==> src/rtl/irq_coalesce_pkg.sv <==
package irq_coalesce_pkg;
    typedef enum logic [1:0] {
        ST_IDLE   = 2'd0,
        ST_ARMED  = 2'd1,
        ST_TIMING = 2'd2,
        ST_FIRED  = 2'd3
    } coal_state_t;
endpackage

==> src/rtl/irq_down_counter.sv <==
module irq_down_counter #(
    parameter int W = 8
) (
    input  logic         clk,
    input  logic         rst_n,
    input  logic         load,
    input  logic [W-1:0] load_val,
    input  logic         dec,
    output logic         at_one
);
    logic [W-1:0] val_q;

    always_ff @(posedge clk or negedge rst_n) begin
        if (!rst_n) begin
            val_q <= '0;
        end else if (load) begin
            val_q <= load_val;
        end else if (dec) begin
            val_q <= val_q - W'(1);
        end
    end

    assign at_one = (val_q == W'(1));


    cnt_no_wrap_chk: assert property (@(posedge clk) disable iff (!rst_n)
        (dec && !load) |-> (val_q != '0));
endmodule

==> src/rtl/irq_tick_gen.sv <==
module irq_tick_gen #(
    parameter int DIV = 1000
) (
    input  logic clk,
    input  logic rst_n,
    input  logic run,
    output logic tick
);
    localparam int PW = (DIV > 2) ? $clog2(DIV) : 1;
    localparam logic [PW-1:0] LAST = PW'(DIV - 1);

    logic [PW-1:0] div_q;

    always_ff @(posedge clk or negedge rst_n) begin
        if (!rst_n) begin
            div_q <= '0;
        end else if (!run || div_q == LAST) begin
            div_q <= '0;
        end else begin
            div_q <= div_q + PW'(1);
        end
    end

    assign tick = run && (div_q == LAST);


    tick_spacing_chk: assert property (@(posedge clk) disable iff (!rst_n)
        tick |=> !tick);


    tick_fresh_start_chk: assert property (@(posedge clk) disable iff (!rst_n)
        (run && !$past(run)) |-> !tick);
endmodule

==> src/rtl/irq_coalesce_ctrl.sv <==
module irq_coalesce_ctrl
    import irq_coalesce_pkg::*;
(
    input  logic clk,
    input  logic rst_n,
    input  logic enable,
    input  logic event_i,
    input  logic ack_i,
    input  logic tick,
    input  logic cnt_one,
    input  logic tmr_one,
    output logic load,
    output logic cnt_dec,
    output logic tmr_dec,
    output logic run,
    output logic irq_n
);
    coal_state_t state_q, state_d;
    logic        fire;

    always_ff @(posedge clk or negedge rst_n) begin
        if (!rst_n) begin
            state_q <= ST_IDLE;
        end else begin
            state_q <= state_d;
        end
    end

    always_comb begin
        load    = 1'b0;
        cnt_dec = 1'b0;
        tmr_dec = 1'b0;
        run     = 1'b0;
        irq_n   = 1'b1;
        unique case (state_q)
            ST_IDLE:   load = enable;
            ST_ARMED:  cnt_dec = enable && event_i;
            ST_TIMING: begin
                run     = 1'b1;
                cnt_dec = enable && event_i;
                tmr_dec = enable && tick;
            end
            ST_FIRED: begin
                irq_n = 1'b0;
                load  = enable && ack_i;
            end
        endcase
        fire = (cnt_dec && cnt_one) || (tmr_dec && tmr_one);
    end

    always_comb begin
        state_d = state_q;
        unique case (state_q)
            ST_IDLE:   if (enable) state_d = ST_ARMED;
            ST_ARMED: begin
                if (!enable)      state_d = ST_IDLE;
                else if (fire)    state_d = ST_FIRED;
                else if (cnt_dec) state_d = ST_TIMING;
            end
            ST_TIMING: begin
                if (!enable)   state_d = ST_IDLE;
                else if (fire) state_d = ST_FIRED;
            end
            ST_FIRED: begin
                if (!enable)    state_d = ST_IDLE;
                else if (ack_i) state_d = ST_ARMED;
            end
        endcase
    end


    irq_hold_chk: assert property (@(posedge clk) disable iff (!rst_n)
        (!irq_n && enable && !ack_i) |=> !irq_n);


    ack_rearm_chk: assert property (@(posedge clk) disable iff (!rst_n)
        (!irq_n && enable && ack_i) |=> (irq_n && state_q == ST_ARMED));


    disable_idle_chk: assert property (@(posedge clk) disable iff (!rst_n)
        !enable |=> (irq_n && state_q == ST_IDLE));


    single_fire_chk: assert property (@(posedge clk) disable iff (!rst_n)
        (state_q == ST_ARMED && enable && event_i && cnt_one) |=> !irq_n);


    armed_quiet_chk: assert property (@(posedge clk) disable iff (!rst_n)
        (state_q == ST_ARMED && enable && !event_i) |=> (irq_n && !tick));
endmodule

==> src/rtl/irq_coalesce.sv <==
module irq_coalesce #(
    parameter int CNT_W    = 8,
    parameter int TMR_W    = 8,
    parameter int PRESCALE = 1000
) (
    input  logic             clk,
    input  logic             rst_n,
    input  logic             enable,
    input  logic [CNT_W-1:0] cfg_count,
    input  logic [TMR_W-1:0] cfg_delay,
    input  logic             event_i,
    input  logic             ack_i,
    output logic             irq_n
);
    logic load, cnt_dec, tmr_dec, run, tick, cnt_one, tmr_one;

    irq_coalesce_ctrl u_ctrl (
        .clk     (clk),
        .rst_n   (rst_n),
        .enable  (enable),
        .event_i (event_i),
        .ack_i   (ack_i),
        .tick    (tick),
        .cnt_one (cnt_one),
        .tmr_one (tmr_one),
        .load    (load),
        .cnt_dec (cnt_dec),
        .tmr_dec (tmr_dec),
        .run     (run),
        .irq_n   (irq_n)
    );

    irq_tick_gen #(.DIV(PRESCALE)) u_tick (
        .clk   (clk),
        .rst_n (rst_n),
        .run   (run),
        .tick  (tick)
    );

    irq_down_counter #(.W(CNT_W)) u_evt_cnt (
        .clk      (clk),
        .rst_n    (rst_n),
        .load     (load),
        .load_val (cfg_count),
        .dec      (cnt_dec),
        .at_one   (cnt_one)
    );

    irq_down_counter #(.W(TMR_W)) u_delay_tmr (
        .clk      (clk),
        .rst_n    (rst_n),
        .load     (load),
        .load_val (cfg_delay),
        .dec      (tmr_dec),
        .at_one   (tmr_one)
    );
endmodule

==> config.mk <==
export PLATFORM = sky130hd
export DESIGN_NAME = irq_coalesce
export DESIGN_NICKNAME = d
export VERILOG_FILES = /design/src/rtl/irq_coalesce_pkg.sv /design/src/rtl/irq_down_counter.sv /design/src/rtl/irq_tick_gen.sv /design/src/rtl/irq_coalesce_ctrl.sv /design/src/rtl/irq_coalesce.sv
export SDC_FILE = /design/constraint.sdc
export NUM_CORES = 1
export LEC_CHECK = 0
export BUFFER_PORTS_ARGS = -buffer_cell sky130_fd_sc_hd__buf_2
export CORE_MARGIN = 3
export CORE_UTILIZATION = 51
export CTS_CLUSTER_DIAMETER = 80
export DETAILED_ROUTE_END_ITERATION = 7
export MAX_ROUTING_LAYER = met4
export PLACE_DENSITY_LB_ADDON = 0.25
export SLEW_MARGIN = 20
export SYNTH_ARGS = -nofsm -noshare
export SYNTH_HDL_FRONTEND = slang
export SYNTH_SLANG_ARGS = --single-unit
==> constraint.sdc <==
create_clock -name clk -period 1.72 [get_ports clk]
set_input_delay 0.258 -clock clk [delete_from_list [all_inputs] [get_ports clk]]
set_output_delay 0.258 -clock clk [all_outputs]
set_load 0.02 [all_outputs]
**After elaboration in Yosys (flattened, before gate mapping)**

Cells that the tools add are included.

- Register bits: 28
- Input bits: 21

- $add $sub $neg: 3
- Equal/unequal tests: 10
- Muxes and demuxes: 19
- Reductions and logical operators: 14

Operator list:

| kind | number |
|---|---|
| 8-bit 2-to-1 mux | 4 |
| 8-bit by 1-bit == test with 1-bit output, second input constant | 2 |
| 2-bit 2-to-1 mux | 8 |
| 8-bit by 1-bit subtractor with 8-bit output, second input constant | 2 |
| 10-bit by 1-bit adder with 10-bit output, second input constant | 1 |
| 10-bit == test, second input constant | 1 |
| 10-bit 2-to-1 mux | 1 |
| 2-bit case mux with 4 select lines | 1 |
| 1-bit logical AND | 6 |
| 2-bit == test, second input constant | 2 |
| 1-bit 2-to-1 mux | 4 |
| 4-bit by 3-bit inequality test with 1-bit output, second input constant | 1 |
| 4-bit AND reduction | 1 |
| 2-bit nonzero test | 2 |
| 3-bit by 2-bit inequality test with 1-bit output, second input constant | 1 |
| 3-bit inequality test, second input constant | 1 |
| 2-bit by 1-bit == test with 1-bit output, second input constant | 1 |
| 2-bit logical NOT | 1 |
| 1-bit logical OR | 2 |
| 2-bit inequality test, second input constant | 1 |
| 1-bit case mux with 2 select lines | 1 |
| 2-bit OR reduction | 1 |
| 1-bit logical NOT | 1 |

**Longest topological paths before layout**

- Depth in word-level cells: 10
- Mapped depth: 8
- Depth with buffers taken out: 7

**Hierarchy**

From an unflattened synthesis, not the netlist that was laid out.

- Cells, all modules: 179
- Area, all modules: 1,719.1 um^2

Modules (own cells, without submodules):

| module | times used | cells an instance | area each (um^2) |
|---|---|---|---|
| irq_down_counter | 2 | 50 | 460.4 |
| irq_tick_gen | 1 | 50 | 523.0 |
| irq_coalesce_ctrl | 1 | 29 | 275.3 |

**Worst setup path before layout**

Ideal clock, no wire load.

- Kind: register -> register
- Start point: register u_tick.div_q[0]
- End point: register u_delay_tmr.val_q[4]
- Setup time: 125 ps
- Data arrival time: 1,754 ps
- Data required time: 1,595 ps
- Setup slack: -159 ps
- Stages on the path, launching flop included: 7
- Buffers on the path: 0
- Clock period less this slack: 1,879 ps
- Cells stage by stage: dfrtp_1 > ha_1 > nand4b_2 > nor4_4 > and4bb_1 > xor2_1 > mux2_2

- Cells in the longest elaborated chain, start to end: 5

RTL lines:

| element | RTL line | text |
|---|---|---|
| start: declaration | irq_tick_gen.sv:12 | `logic [PW-1:0] div_q;` |
| start signal: assignment | irq_tick_gen.sv:20 | `div_q <= div_q + PW'(1);` |
| 10-bit == test | irq_tick_gen.sv:24 | `assign tick = run && (div_q == LAST);` |
| 1-bit logical AND | irq_tick_gen.sv:24 |  |
| 1-bit logical AND | irq_coalesce_ctrl.sv:41 | `tmr_dec = enable && tick;` |
| 1-bit 2-to-1 mux | irq_coalesce_ctrl.sv:35 | `unique case (state_q)` |
| 2-bit nonzero test (no source line) | - |  |
| end signal: assignment | irq_down_counter.sv:17 | `val_q <= load_val;` |
| end signal: assignment | irq_down_counter.sv:19 | `val_q <= val_q - W'(1);` |
| end: declaration | irq_down_counter.sv:11 | `logic [W-1:0] val_q;` |

Every way passes these cells.
A chain may end at the register's enable or synchronous reset.

**Final worst setup path**

- Start point: register u_ctrl.state_q[0]
- End point: register u_evt_cnt.val_q[7]

- Cells in the longest elaborated chain, start to end: 4
- Elaborated cells on any way between the ends: 9
- Classes of those cells: eq/ne: 3; mux: 3; reduce/logical: 3

RTL lines:

| element | RTL line | text |
|---|---|---|
| start: declaration | irq_coalesce_ctrl.sv:18 | `coal_state_t state_q, state_d;` |
| start signal: assignment | irq_coalesce_ctrl.sv:25 | `state_q <= state_d;` |
| 2-bit by 1-bit == test with 1-bit output / 2-bit == test (equally long branches) | irq_coalesce_ctrl.sv:35 |  |
| 2-bit OR reduction (no source line) | - |  |
| 1-bit 2-to-1 mux | - |  |
| 2-bit nonzero test (no source line) | - |  |
| end signal: assignment | irq_down_counter.sv:17 |  |
| end signal: assignment | irq_down_counter.sv:19 |  |
| end: declaration | irq_down_counter.sv:11 |  |

Several ways; a longest one is shown, not always the timed one.

==> metrics.txt <==
Slew Limit Fails=0; vias per cell=5.17; # rows=20; setup violators final=0; FMAX=584 MHz; Hold Crit Class=in -> reg; clk slew on worst S/H paths=~0.15 ns; Max IR drop VDD=approximately 0.75 mV; critical path data required time=1.96 ns; crit path max-delay cell type=dfrtp_1; largest family of logic cells by synthesized area=simple AND/OR/NAND/NOR gates; Max Cap Viol=0; post-synthesis sequential area ratio=a little over two fifths; area of all sequential standard cells=701 sq um; Slew HR=~58%; crit-path cells=inv_2, ha_1, and3_4, nand3_1, nor4_2, xnor2_1, o21ai_0; number of global-route vias before repair=approximately 1,500; Worst-Skew Late Latency=between 0.3 and 0.4 ns; CP endpoint=u_evt_cnt.val_q[7]$_DFFE_PN0P_; static leakage=0.947 nW; Power Total=2.70 mW; H-tree depth=1; GRT overflow=0; first-pass GRT wire length=6.37 mm; layout filler cell count=240; Crit path largest cell delay=0.41 ns; CP Launch Type=flop; post-route ant nets=0; setup ws final=0.00663 ns; RSZ-0062 raised after global routing=true; CP bufs+invs=1; Synth Area in Adders=7.56%; XOR/XNOR Fraction of Synth Area=11.6%; Yosys reg bits=28; CTS tree=built; DR pass1 iterations=4; TritonCTS buffer count=3; PwrDens=1290 nW/um^2; vias=between 1,000 and 1,500; Inst Count DP=approximately 260; maximum number of pins on one net before global-route repair=29; CP endpoint kind=flop; Syn. warnings=0; initial antenna violation count=0; IO Pins=22; Netlist cell types=33; CP delay by family, top=simple AND/OR/NAND/NOR gates; CORE AREA=3080 sq um; Crit. Startpoint=u_ctrl.state_q[0]$_DFFE_PN0P_; crit path max fanout=5; Setup Skew=0.00594 ns; post-synthesis mux area share=around 2%; Clock Sinks=28; reg2reg start=u_ctrl.state_q[0]$_DFFE_PN0P_; status=finished clean; Die Wd=63.0 um; R2R Setup Slk=0.007 ns; die extent in y=~63 um; area grow syn2layout=26.8%; PortBufs=21; Post-Synthesis Cell Area=1650 sq um; Final GP Congestion=about 0.95; post-detail-place hpwl=2.58 mm; Arr. time, crit path=1.95 ns; Ant. Diodes=0; Hold Vio Cnt, Final=0; Root Driver=clkbuf_4; Max Buffers Root-to-Sink=2; Post-Syn Nets=209; minimum clock period=1.71 ns; Worst Reg2Reg Path Length in Cells=7; die area=3960 sq um; Final #Nets=254; Mean Syn Cell Area=9.29 sq um; Residual DRC=0; fin crit share=approximately 100%; final WL=3.56 mm; reg2reg end=u_evt_cnt.val_q[7]$_DFFE_PN0P_; Setup WS pre-CTS=-0.114 ns; Hold Slack=0.100 ns; post-DR wirelength/cell=13.4 um; area of the multi-input gates=987 sq um; measured slew at the worst slew-check pin=0.628 ns; Syn Inst Count=178; cell count along the critical path=7; 1st-iter DRT viols=70; simple-gate share of the synthesized area=24.3%; Crit Path Class=reg -> reg; all-layer global routing usage=20.5%; Compound-Gate Fraction of Synth Area=under 10%; layout cells sized above 1=a little under a third; effective utilization at floorplan=53.7%; fin cells=roughly 270
[placed cells by master, fill, tap and decap left out, types with 2 or more instances in the layout]
master    instances
a21oi_1           2
a21oi_2           3
buf_2            21
buf_4            21
clkbuf_4          3
dfrtp_1          28
ha_1              7
ha_4              2
inv_1             8
mux2_2            2
nand2_1          23
nand3_1           8
nand4_1           2
nand4b_1          3
nor2_1           18
nor2b_1           2
nor3_1            2
nor3b_2           2
nor4_1            3
o21ai_0          12
o21ai_1           4
xnor2_1          10
xor2_1           12
[cell families after synthesis]
group / after synthesis
and+or+nand+nor: 76
DFF: 28
AOI/OAI and AO/OA: 26
xor gates and xnor gates: 22
buffers and inverters: 13
adders and majority gates: 10
muxes: 3
[registers in the layout (all words and copies together) (netlist names)]
signal,cells
u_ctrl.state_q,2
u_tick.div_q,10
u_evt_cnt.val_q,8
u_delay_tmr.val_q,8
[power breakdown]
part,leakage (nW),switching [mW],internal [mW]
Clock,0.0210,0.201,0.130
Sequential,0.362,0.196,0.869
Combinational,0.564,0.667,0.636
Total,0.947,1.06,1.63
[layout make-up]
type,count,share of cell area [%]
inverters,9,1.61
flip-flops and latches,28,33.4
multi-input cells,137,47.1
repair buffers,44,13.5
clock buffers,4,1.73
well taps,44,2.63
[Yosys cell counts]
library cell	n	area [sq um]
nand4_1	2	12.5
xor2_1	12	105
nor4_4	1	21.3
a211o_1	1	8.76
or3b_2	1	8.76
ha_1	10	125
mux2_2	2	22.5
o21ai_0	16	80.1
a22oi_1	1	7.51
inv_1	9	33.8
o21ba_2	1	10.0
buf_2	1	5.00
and4bb_1	1	12.5
xnor2_1	10	87.6
nor4_1	4	25.0
or3_1	1	6.26
o31ai_2	1	12.5
nor2b_1	2	12.5
nand2b_1	1	6.26
nor3b_1	3	22.5
nand2_1	24	90.1
nand3_1	8	40.0
nand4b_1	3	26.3
nor2_1	19	71.3
nor3_1	3	15.0
nand3_2	1	10.0
dfrtp_1	28	701
and3_1	1	6.26
nand4b_2	1	15.0
mux2i_1	1	10.0
clkbuf_1	3	11.3
a21oi_1	5	25.0
a21o_1	1	7.51
[routing by layer]
metal  vias up  wire length (um)  track usage (%)
li1        692                 -                -
met1       654              1630             24.5
met4         0                32             6.06
met5         -                 0                -
met3         4               104             2.88
met2        24              1790             35.7
[per-stage QoR]
| step | util [%] | TNS, ns | cell area [sq um] |
|---|---|---|---|
| 6_report | 68.1 | 0 | 2100 |
| 5_1_grt | 68.1 | -0.596 | 2100 |
| 4_1_cts | 66.5 | 0 | 2050 |
| 3_5_place_dp | 64.0 | -0.394 | 1970 |
| 3_3_place_gp | 64.0 | -0.0141 | 1970 |
| 2_1_floorplan | - | -0.162 | 1680 |
[how the worst min path moves through the flow]
stage                            start  slack [ns]  depth (start not counted)                               end
after floorplan                  rst_n       -0.04                          0     u_ctrl.state_q[0]$_DFFE_PN0P_
after global placement           rst_n        0.31                          1    u_evt_cnt.val_q[6]$_DFFE_PN0P_
after detailed placement         rst_n        0.32                          1    u_evt_cnt.val_q[6]$_DFFE_PN0P_
after CTS                 cfg_count[1]        0.08                          3    u_evt_cnt.val_q[1]$_DFFE_PN0P_
after global routing      cfg_delay[2]        0.09                          3  u_delay_tmr.val_q[2]$_DFFE_PN0P_
final                     cfg_count[1]        0.10                          3    u_evt_cnt.val_q[1]$_DFFE_PN0P_
[tightest hold or removal path: stages]
cell and delay [ns]:
buf_2 0.07, nand2_1 0.04, nand2_1 0.04
[timing repair]
item,4_1_cts,5_1_grt
hold buffers,1,0
hold endpoints to repair,28,0
pin swaps,4,3
setup endpoints to repair,6,16
setup buffers,1,2
gates cloned,0,0
resized for setup,4,13
(Power assumes the default switching activity.)
